--- config.mk ---
export PLATFORM = sky130hd
export DESIGN_NAME = wp_chain_unit
export DESIGN_NICKNAME = d
export VERILOG_FILES = /design/src/rtl/wpc_pkg.sv /design/src/rtl/wpc_matchpoint.sv /design/src/rtl/wpc_chain.sv /design/src/rtl/wpc_count.sv /design/src/rtl/wp_chain_unit.sv
export SDC_FILE = /design/constraint.sdc
export NUM_CORES = 1
export LEC_CHECK = 0
export BUFFER_PORTS_ARGS = -buffer_cell sky130_fd_sc_hd__buf_2
export CAP_MARGIN = 30
export CORE_AREA = 3 3 197 199
export DETAILED_ROUTE_END_ITERATION = 6
export DIE_AREA = 0 0 200 202
export GPL_TIMING_DRIVEN = 0
export HOLD_SLACK_MARGIN = 0.05
export PLACE_DENSITY = 0.7
export SLEW_MARGIN = 20
export SYNTH_ARGS = -nofsm -noshare
export SYNTH_HDL_FRONTEND = slang
export SYNTH_HIERARCHICAL = 1
export SYNTH_SLANG_ARGS = --single-unit
--- constraint.sdc ---
create_clock -name clk_i -period 0.8 [get_ports clk_i]
set_input_delay 0.12 -clock clk_i [delete_from_list [all_inputs] [get_ports clk_i]]
set_output_delay 0.12 -clock clk_i [all_outputs]
set_load 0.02 [all_outputs]
--- src/rtl/wpc_pkg.sv ---
package wpc_pkg;
  localparam int MP_CTRL_W = 8;

  typedef enum logic [2:0] {
    ACC_NONE = 3'd0, ACC_IFETCH = 3'd1, ACC_LD_ADDR = 3'd2,
    ACC_ST_ADDR = 3'd3, ACC_LD_DATA = 3'd4, ACC_ST_DATA = 3'd5
  } acc_kind_e;

  typedef enum logic [2:0] {
    CT_OFF = 3'd0, CT_IFETCH = 3'd1, CT_LD_ADDR = 3'd2, CT_ST_ADDR = 3'd3,
    CT_LD_DATA = 3'd4, CT_ST_DATA = 3'd5, CT_LS_ADDR = 3'd6, CT_LS_DATA = 3'd7
  } cmp_type_e;

  typedef enum logic [2:0] {
    CC_MASK = 3'd0, CC_EQ = 3'd1, CC_NE = 3'd2, CC_LT = 3'd3,
    CC_LE = 3'd4, CC_GT = 3'd5, CC_GE = 3'd6, CC_NONE = 3'd7
  } cond_e;

  typedef enum logic [1:0] {
    CH_OWN = 2'd0, CH_AND = 2'd1, CH_OR = 2'd2, CH_RSVD = 2'd3
  } chain_e;

  typedef struct packed {
    cmp_type_e ctype;   // [7:5]
    logic      sgn;     // [4]
    cond_e     cond;    // [3:1]
    logic      present; // [0]
  } mp_ctrl_t;

  function automatic logic kind_sel(cmp_type_e ct, acc_kind_e k);
    unique case (ct)
      CT_IFETCH:  return k == ACC_IFETCH;
      CT_LD_ADDR: return k == ACC_LD_ADDR;
      CT_ST_ADDR: return k == ACC_ST_ADDR;
      CT_LD_DATA: return k == ACC_LD_DATA;
      CT_ST_DATA: return k == ACC_ST_DATA;
      CT_LS_ADDR: return (k == ACC_LD_ADDR) || (k == ACC_ST_ADDR);
      CT_LS_DATA: return (k == ACC_LD_DATA) || (k == ACC_ST_DATA);
      default:    return 1'b0;
    endcase
  endfunction

  function automatic logic chain_combine(chain_e m, logic own, logic prev);
    unique case (m)
      CH_OWN:  return own;
      CH_AND:  return own & prev;
      CH_OR:   return own | prev;
      default: return 1'b0;
    endcase
  endfunction
endpackage

--- src/rtl/wpc_matchpoint.sv ---
module wpc_matchpoint
  import wpc_pkg::*;
#(
  parameter int DW = 32
) (
  input  mp_ctrl_t        ctrl_i,
  input  logic [DW-1:0]   ref_i,
  input  acc_kind_e       kind_i,
  input  logic [DW-1:0]   acc_i,
  output logic            hit_o
);
  logic [DW-1:0] a_x, b_x;
  logic          eq, lt, cond_hit;

  // flipping the sign bit turns a signed order into an unsigned one
  assign a_x = {acc_i[DW-1] ^ ctrl_i.sgn, acc_i[DW-2:0]};
  assign b_x = {ref_i[DW-1] ^ ctrl_i.sgn, ref_i[DW-2:0]};
  assign eq  = acc_i == ref_i;
  assign lt  = a_x < b_x;

  always_comb begin
    unique case (ctrl_i.cond)
      CC_MASK: cond_hit = |(acc_i & ref_i);
      CC_EQ:   cond_hit = eq;
      CC_NE:   cond_hit = !eq;
      CC_LT:   cond_hit = lt;
      CC_LE:   cond_hit = lt | eq;
      CC_GT:   cond_hit = !(lt | eq);
      CC_GE:   cond_hit = !lt;
      default: cond_hit = 1'b0;
    endcase
  end

  assign hit_o = ctrl_i.present & kind_sel(ctrl_i.ctype, kind_i) & cond_hit;
endmodule

--- src/rtl/wpc_chain.sv ---
module wpc_chain
  import wpc_pkg::*;
#(
  parameter int N_MP = 8,
  localparam int N_WP = N_MP + 3
) (
  input  logic [N_MP-1:0]   mp_hit_i,
  input  logic [1:0]        cnt_eq_i,
  input  logic              ext_i,
  input  logic [2*N_WP-1:0] mode_i,
  output logic [N_WP-1:0]   hit_o
);
  for (genvar i = 0; i < N_WP; i++) begin : g_wp
    logic own, prev, res;
    if (i < N_MP) begin : g_mp
      assign own = mp_hit_i[i];
    end else if (i < N_MP + 2) begin : g_cnt
      assign own = cnt_eq_i[i-N_MP];
    end else begin : g_ext
      assign own = ext_i;
    end
    if (i == 0) begin : g_first
      assign prev = own;
    end else begin : g_next
      assign prev = g_wp[i-1].res;
    end
    assign res      = chain_combine(chain_e'(mode_i[2*i+:2]), own, prev);
    assign hit_o[i] = res;
  end
endmodule

--- src/rtl/wpc_count.sv ---
module wpc_count #(
  parameter int N_WP = 11,
  parameter int CW   = 16,
  localparam int IW  = $clog2(N_WP + 1)
) (
  input  logic [N_WP-1:0] hit_i,
  input  logic [N_WP-1:0] sel_i,
  input  logic [1:0]      en_i,
  input  logic [2*CW-1:0] cnt_i,
  output logic [2*CW-1:0] cnt_next_o
);
  logic [IW-1:0] inc [2];

  always_comb begin
    inc[0] = '0;
    inc[1] = '0;
    for (int i = 0; i < N_WP; i++) begin
      if (hit_i[i]) begin
        if (sel_i[i]) inc[1] = inc[1] + IW'(en_i[1]);
        else          inc[0] = inc[0] + IW'(en_i[0]);
      end
    end
  end

  for (genvar k = 0; k < 2; k++) begin : g_cnt
    assign cnt_next_o[k*CW+:CW] = cnt_i[k*CW+:CW] + CW'(inc[k]);
  end
endmodule

--- src/rtl/wp_chain_unit.sv ---
module wp_chain_unit
  import wpc_pkg::*;
#(
  parameter int N_MP = 8,
  parameter int DW   = 32,
  parameter int CW   = 16,
  localparam int N_WP = N_MP + 3
) (
  input  logic                   clk_i,
  input  logic                   rst_ni,
  input  logic                   enable_i,
  input  logic                   cpu_rst_i,
  input  logic                   single_step_i,
  input  logic [2:0]             acc_kind_i,
  input  logic [DW-1:0]          acc_value_i,
  input  logic [MP_CTRL_W*N_MP-1:0] mp_ctrl_i,
  input  logic [DW*N_MP-1:0]     mp_value_i,
  input  logic [2*N_WP-1:0]      chain_mode_i,
  input  logic [N_WP-1:0]        cnt_sel_i,
  input  logic [N_WP-1:0]        brk_en_i,
  input  logic [1:0]             cnt_en_i,
  input  logic [2*CW-1:0]        cnt_i,
  input  logic [2*CW-1:0]        cnt_match_i,
  input  logic                   ext_wp_i,
  output logic [N_WP-1:0]        wp_hit_o,
  output logic                   brk_o,
  output logic [2*CW-1:0]        cnt_next_o
);
  acc_kind_e         kind;
  logic [N_MP-1:0]   mp_hit;
  logic [1:0]        cnt_eq;
  logic [N_WP-1:0]   chain_hit, hit_c;
  logic [2*CW-1:0]   cnt_next_c;
  logic              active, brk_c;

  assign kind   = acc_kind_e'(acc_kind_i);
  assign active = enable_i & ~cpu_rst_i & (kind != ACC_NONE);

  for (genvar m = 0; m < N_MP; m++) begin : g_mp
    wpc_matchpoint #(.DW(DW)) u_mp (
      .ctrl_i (mp_ctrl_t'(mp_ctrl_i[m*MP_CTRL_W+:MP_CTRL_W])),
      .ref_i  (mp_value_i[m*DW+:DW]),
      .kind_i (kind),
      .acc_i  (acc_value_i),
      .hit_o  (mp_hit[m])
    );
  end

  for (genvar k = 0; k < 2; k++) begin : g_eq
    assign cnt_eq[k] = cnt_i[k*CW+:CW] == cnt_match_i[k*CW+:CW];
  end

  wpc_chain #(.N_MP(N_MP)) u_chain (
    .mp_hit_i (mp_hit),
    .cnt_eq_i (cnt_eq),
    .ext_i    (ext_wp_i),
    .mode_i   (chain_mode_i),
    .hit_o    (chain_hit)
  );

  assign hit_c = active ? chain_hit : '0;
  assign brk_c = active & ((|(hit_c & brk_en_i)) |
                           (single_step_i & (kind == ACC_IFETCH)));

  wpc_count #(.N_WP(N_WP), .CW(CW)) u_count (
    .hit_i      (hit_c),
    .sel_i      (cnt_sel_i),
    .en_i       (cnt_en_i),
    .cnt_i      (cnt_i),
    .cnt_next_o (cnt_next_c)
  );

  always_ff @(posedge clk_i or negedge rst_ni) begin
    if (!rst_ni) begin
      wp_hit_o   <= '0;
      brk_o      <= 1'b0;
      cnt_next_o <= '0;
    end else begin
      wp_hit_o   <= hit_c;
      brk_o      <= brk_c;
      cnt_next_o <= cnt_next_c;
    end
  end
endmodule

# Word level (Yosys, flattened, before mapping)
# Index checks and enable logic that the tools add are counted.
# totals
ff_bits	44
out_inout_bits	44
word_cells	366
# classes
n_addsub	22
n_lt_le_gt_ge	8
n_eq_ne	141
muxes	61
n_bitwise	75
n_reduce_logical	56
# op_table
operator	count
$and 32x32->32	8
$eq 32x32->1	8
$lt 32x32->1	8
$reduce_or 32->1	8
$eq 3x3->1 const B	58
$pmux 1 s7	16
$eq 3x2->1 const B	34
$mux 8	11
$add 4x1->4	20
$mux 4	20
$eq 3x1->1 const B	17
$add 16x4->16	2
$eq 16x16->1	2
$and 1x1->1	30
$pmux 1 s3	10
$logic_not 1->1	24
$logic_not 3->1	8
$eq 2x1->1 const B	11
$eq 2x2->1 const B	11
$logic_not 2->1	11
$or 1x1->1	19
$xor 1x1->1	16
$and 11x11->11	1
$mux 11	1
6 further kinds	9

# Longest topological paths before layout
# depth
word_depth	60
depth_mapped	55
mapped_depth_nobuf	54

# Hierarchy
# Netlist, hierarchy kept.
# by_module_without_submodules
module	instances	cells_each	area_per_inst_um2	seq_area_each_um2
wpc_matchpoint	8	179	1437.6	0.0
wpc_count	1	366	2849.0	0.0
wp_chain_unit	1	109	1607.8	1101.1
wpc_chain	1	81	538.0	0.0

# Least setup slack after synthesis
# OpenSTA, ideal clock, no wires.
# synth_path
path_type	input -> register
start	in mp_value_i[63]
end	reg cnt_next_o[27]
setup_time_ps	80
arrival_ps	9061
path_slack_ps	-8341
cell_stages	48
n_path_buf	1
cell_sequence	ha_1 > nand4b_1 > or4b_1 > nor4_2 > a21oi_1 > nor3_1 > a31oi_1 > and4b_1 > or2_1 > a31oi_4 > inv_1 > buf_4 > and2_1 > and2_1 > o21ai_0 > ha_1 > or2_0 > and2_1 > [... 12 more ...] > ha_1 > mux2_2 > ha_1 > ha_1 > mux2i_1 > inv_1 > ha_1 > nand2_1 > o21ai_0 > ha_1 > a21o_1 > a21oi_1 > nor2b_1 > nor2_1 > nor2_1 > and4_1 > nand3_1 > xnor2_1
# synth_via
elab_chain_len	38
word_cells_on_any_way	71
# synth_rtl
item	line	text
from (decl)	wp_chain_unit.sv:17	input logic [DW*N_MP-1:0] mp_value_i,
$xor 1x1->1	wpc_matchpoint.sv:17	assign b_x = {ref_i[DW-1] ^ ctrl_i.sgn, ref_i[DW-2:0]};
$lt 32x32->1	wpc_matchpoint.sv:19	assign lt = a_x < b_x;
$or 1x1->1	wpc_matchpoint.sv:27, wpc_matchpoint.sv:28	
$logic_not 1->1	wpc_matchpoint.sv:28	CC_GT: cond_hit = !(lt | eq);
$pmux 1 s7 *	wpc_matchpoint.sv:22	unique case (ctrl_i.cond)
$and 1x1->1 *	wpc_matchpoint.sv:34	assign hit_o = ctrl_i.present & kind_sel(ctrl_i.ctype, kind_i) & cond_hit;
via mp_hit[1]	wp_chain_unit.sv:30	logic [N_MP-1:0] mp_hit;
$or 1x1->1 / $and 1x1->1 (equally long branches)	wpc_pkg.sv:47, wpc_pkg.sv:46	
[... 1 more ...]	-	
via u_chain.g_wp[1].res	wpc_chain.sv:14	logic own, prev, res;
[... 1 more ...]	-	
via hit_c[1]	wp_chain_unit.sv:32	logic [N_WP-1:0] chain_hit, hit_c;
[... 22 more ...]	-	
$add 4x1->4	wpc_count.sv:19	if (sel_i[i]) inc[1] = inc[1] + IW'(en_i[1]);
$mux 4	wpc_count.sv:19	
$mux 8 *	wpc_count.sv:18	if (hit_i[i]) begin
$add 4x1->4	wpc_count.sv:19	
$mux 4	wpc_count.sv:19	
$mux 8 *	wpc_count.sv:18	
$add 16x4->16 *	wpc_count.sv:26	assign cnt_next_o[k*CW+:CW] = cnt_i[k*CW+:CW] + CW'(inc[k]);
via cnt_next_c[27]	wp_chain_unit.sv:33	logic [2*CW-1:0] cnt_next_c;
to (signal assigned)	wp_chain_unit.sv:81	cnt_next_o <= cnt_next_c;
to (decl)	wp_chain_unit.sv:27	output logic [2*CW-1:0] cnt_next_o
# The timed path passes the listed nets; every way through them passes the cells marked *.

# Worst setup path in the final report
# layout_path
start	in acc_value_i[23]
end	reg cnt_next_o[11]
# layout_via
elab_chain_len	39
word_cells_on_any_way	144
# layout_rtl
item	line	text
from (decl)	wp_chain_unit.sv:15	input logic [DW-1:0] acc_value_i,
$lt 32x32->1 / $eq 32x32->1 (equally long branches)	wpc_matchpoint.sv:19, wpc_matchpoint.sv:18	
$or 1x1->1	wpc_matchpoint.sv:27, wpc_matchpoint.sv:28	
$logic_not 1->1	wpc_matchpoint.sv:28	
$pmux 1 s7 *	wpc_matchpoint.sv:22	
$and 1x1->1 *	wpc_matchpoint.sv:34	
via mp_hit[0]	wp_chain_unit.sv:30	
$mux 1 *	wpc_pkg.sv:44	unique case (m)
via u_chain.g_wp[0].res	wpc_chain.sv:14	
[... 1 more ...]	-	
via hit_c[0]	wp_chain_unit.sv:32	
[... 25 more ...]	-	
$add 4x1->4	wpc_count.sv:20	else inc[0] = inc[0] + IW'(en_i[0]);
$mux 4	wpc_count.sv:19	
$mux 8 *	wpc_count.sv:18	
$add 4x1->4	wpc_count.sv:20	
$mux 4	wpc_count.sv:19	
$mux 8 *	wpc_count.sv:18	
$add 16x4->16 *	wpc_count.sv:26	
via cnt_next_c[11]	wp_chain_unit.sv:33	
# Marks and branches as above.

==> results.sh <==
export IMPL_cts_hold_buf=2
export IMPL_vias=17800
export IMPL_synth_top_area_share_pct=41.7
export IMPL_violations="negative hold slack, negative setup slack"
export IMPL_wire_per_inst_um=20.7
export IMPL_coreArea_sq_um=37400
export IMPL_syn_area_per_cell_sq_um=8.30
export IMPL_maxSlewHeadroom_pct=34.8
export IMPL_fp_dieH_um=202
export IMPL_cts_root_buffer="clkbuf_16"
export IMPL_io_buffers=514
export IMPL_cpMaxStageDelayCell="or4b_4"
export IMPL_rsz0062_at_grt="yes"
export IMPL_cp_start_kind="primary input"
export IMPL_ys_ff_latch=44
export IMPL_antenna_found_initial=47
export IMPL_hold_ws_ns=-0.256
export IMPL_p_total_w=0.0136
export IMPL_start_util_pct=44.1
export IMPL_tightest_slew_ns=0.969
export IMPL_p_per_area_nw_per_um2=578
export IMPL_htreeDepth=2
export IMPL_ir_drop_mv=0.668
export IMPL_dominantRegCellSynth="dfrtp_1"
export IMPL_crit_arrival_ns=9.35
export IMPL_yosysTopAreaCell="ha_1"
export IMPL_maxSlewViolCount=0
export IMPL_rows=71
export IMPL_globalplace_congestion=0.919
export IMPL_post_route_min_period_ns=9.17
export IMPL_cts_buffers=5
export IMPL_hold_viol_final=14
export IMPL_synthDistinctLibCells=90
export IMPL_end_kind="register"
export IMPL_final_nets=3643
export IMPL_cts_sinks=44
export IMPL_drc=0
export IMPL_io_pins=515
export IMPL_grtUsageTotal_pct=30.1
export IMPL_dieWidth_um=200
export IMPL_cts_buffer_depth=2
export IMPL_synth_fp_nets=3011
export IMPL_synthTopCellsByArea="ha_1 (42%), dfrtp_1 (6.7%), inv_1 (6.1%), a21oi_1 (4.1%), xnor2_1 (4.0%)"
export IMPL_utilization_pct=62.8
export IMPL_antenna_left=0
export IMPL_yosys_warnings=6
export IMPL_critical_path_class="primary input to register"
export IMPL_grt_start_max_net_pins=31
export IMPL_synth_common_cells="ha_1 (550), inv_1 (270), a21oi_1 (135)"
export IMPL_ys_seq_area_share_pct=6.67
export IMPL_hp_class="primary input to asynchronous set/reset pin"
export IMPL_dieArea_sq_um=40400
export IMPL_wirelength_um=65600
export IMPL_initialDrtViolationCount=856
export IMPL_p_leak_nw=11.9
export IMPL_drv_cap=0
export IMPL_fin_ws_ns=-8.37
export IMPL_path_common_cell="ha_4"
export IMPL_fin_crit_sh_pct=1150
export IMPL_synth_edff_count=0
export IMPL_hpwlAfterDp_um=52000
export IMPL_slowest_delay_ns=0.59
export IMPL_synthesis_instances=1988
export IMPL_setup_violations=88
export IMPL_overflow=0
export IMPL_dr_pass1_iters=5
export IMPL_crit_fanout=16
export IMPL_viasPerCell=5.63
export IMPL_synthesis_area_sq_um=16500
export IMPL_grt_pass1_wl_um=94800
export IMPL_timing_fmax_mhz=109
export IMPL_cts_tree="built"
export IMPL_yosysMostFrequentCell="ha_1"
export IMPL_drive_gt1_share_pct=36.6
export IMPL_grt_pass1_vias=18100
export IMPL_synthArstFlopShare_pct=100
export IMPL_outcome="finished with violations"
export IMPL_cp_data_required_time_ns=0.98
export IMPL_clk_pin_slew_ns=0.08
export IMPL_area_growth_pct=42.3
[per-stage QoR]
step / setup slack [ns] / cell area [sq um] / cells / setup TNS, ns
global placement: -9.55 / 20600 / 3013 / -337.00
global route: -8.77 / 23500 / 3156 / -310.45
CTS: -8.42 / 22500 / 3103 / -298.50
floorplan: -7.93 / 17400 / 1988 / -268.14
finish: -8.37 / 23500 / 3164 / -295.73
detailed placement: -9.86 / 20600 / 3014 / -335.02
[sequential cells by signal (all words and copies together), names as in the netlist]
register    flops
wp_hit_o       11
brk_o           1
cnt_next_o     32
[how the worst max path moves through the flow]
stage / from / endpoint / slack, ns / cells after the start
2_1_floorplan: mp_value_i[58] / cnt_next_o[27] / -7.93 / 48
3_3_place_gp: acc_value_i[31] / cnt_next_o[15] / -9.55 / 51
3_5_place_dp: acc_value_i[31] / cnt_next_o[15] / -9.86 / 51
4_1_cts: acc_value_i[25] / cnt_next_o[13] / -8.42 / 52
5_1_grt: mp_value_i[10] / cnt_next_o[10] / -8.77 / 54
6_report: acc_value_i[23] / cnt_next_o[11] / -8.37 / 51
[cell type report]
class	instances	area [sq um]
clock buffers	5	125
inverters	270	1080
diodes	32	80.1
fillers	3081	13900
well taps	511	639
multi-input cells	1656	16000
clock inverters	3	46.3
repair buffers	626	4270
plain buffers	17	139
flip-flops and latches	44	1100
[timing repair]
action | in CTS | in global routing
hold endpoints to repair | 16 | 14
gates cloned | 1 | 0
setup buffers | 79 | 30
endpoints found under the setup margin | 88 | 88
resized for setup | 262 | 126
pin swaps | 79 | 93
[routing by layer]
layer  track usage (%)  routed length [um]
met5                 0                 227
met4              16.5                3950
met3              6.67                4780
met2              55.1               32700
met1              31.5               23900
[where the power goes]
part,switching (W),internal [W]
logic,0.00474,0.00396
clock network,0.00102,0.00149
registers,0.0000474,0.00232
total,0.00581,0.00776
[critical path: cells and delay by family]
| kind | cells | cell delay, ns |
|---|---|---|
| xor+xnor | 2 | 0.50 |
| fa+ha+maj | 12 | 3.05 |
| buf+inv | 4 | 0.46 |
| mux | 3 | 0.74 |
| simple gates | 21 | 3.19 |
| compound gates | 9 | 1.25 |
[layout by cell type, fill, tap and decap left out, drive strengths merged, types with 13 or more instances in the layout]
cell    instances
diode          32
inv           271
nand4b         17
ha            550
xnor2          78
o211ai         46
or4b           16
dfrtp          44
nor2           44
and2           31
a21o           15
and3           14
nor3           72
a21oi         135
nor2b          31
buf           633
a31oi          21
and3b          13
xor2           20
nand3          53
nand4          66
nand2         109
nor4           83
o21ai          64
and4           18
[cells by family after synthesis]
kind of cell               synth area share [%]
AOI/OAI and AO/OA                          14.1
xor gates and xnor gates                   6.34
adders and majority gates                  42.0
buffers and inverters                      6.92
DFF                                        6.67
muxes                                      1.37
and+or+nand+nor                            22.6
Power figures use the tool's default switching activity.
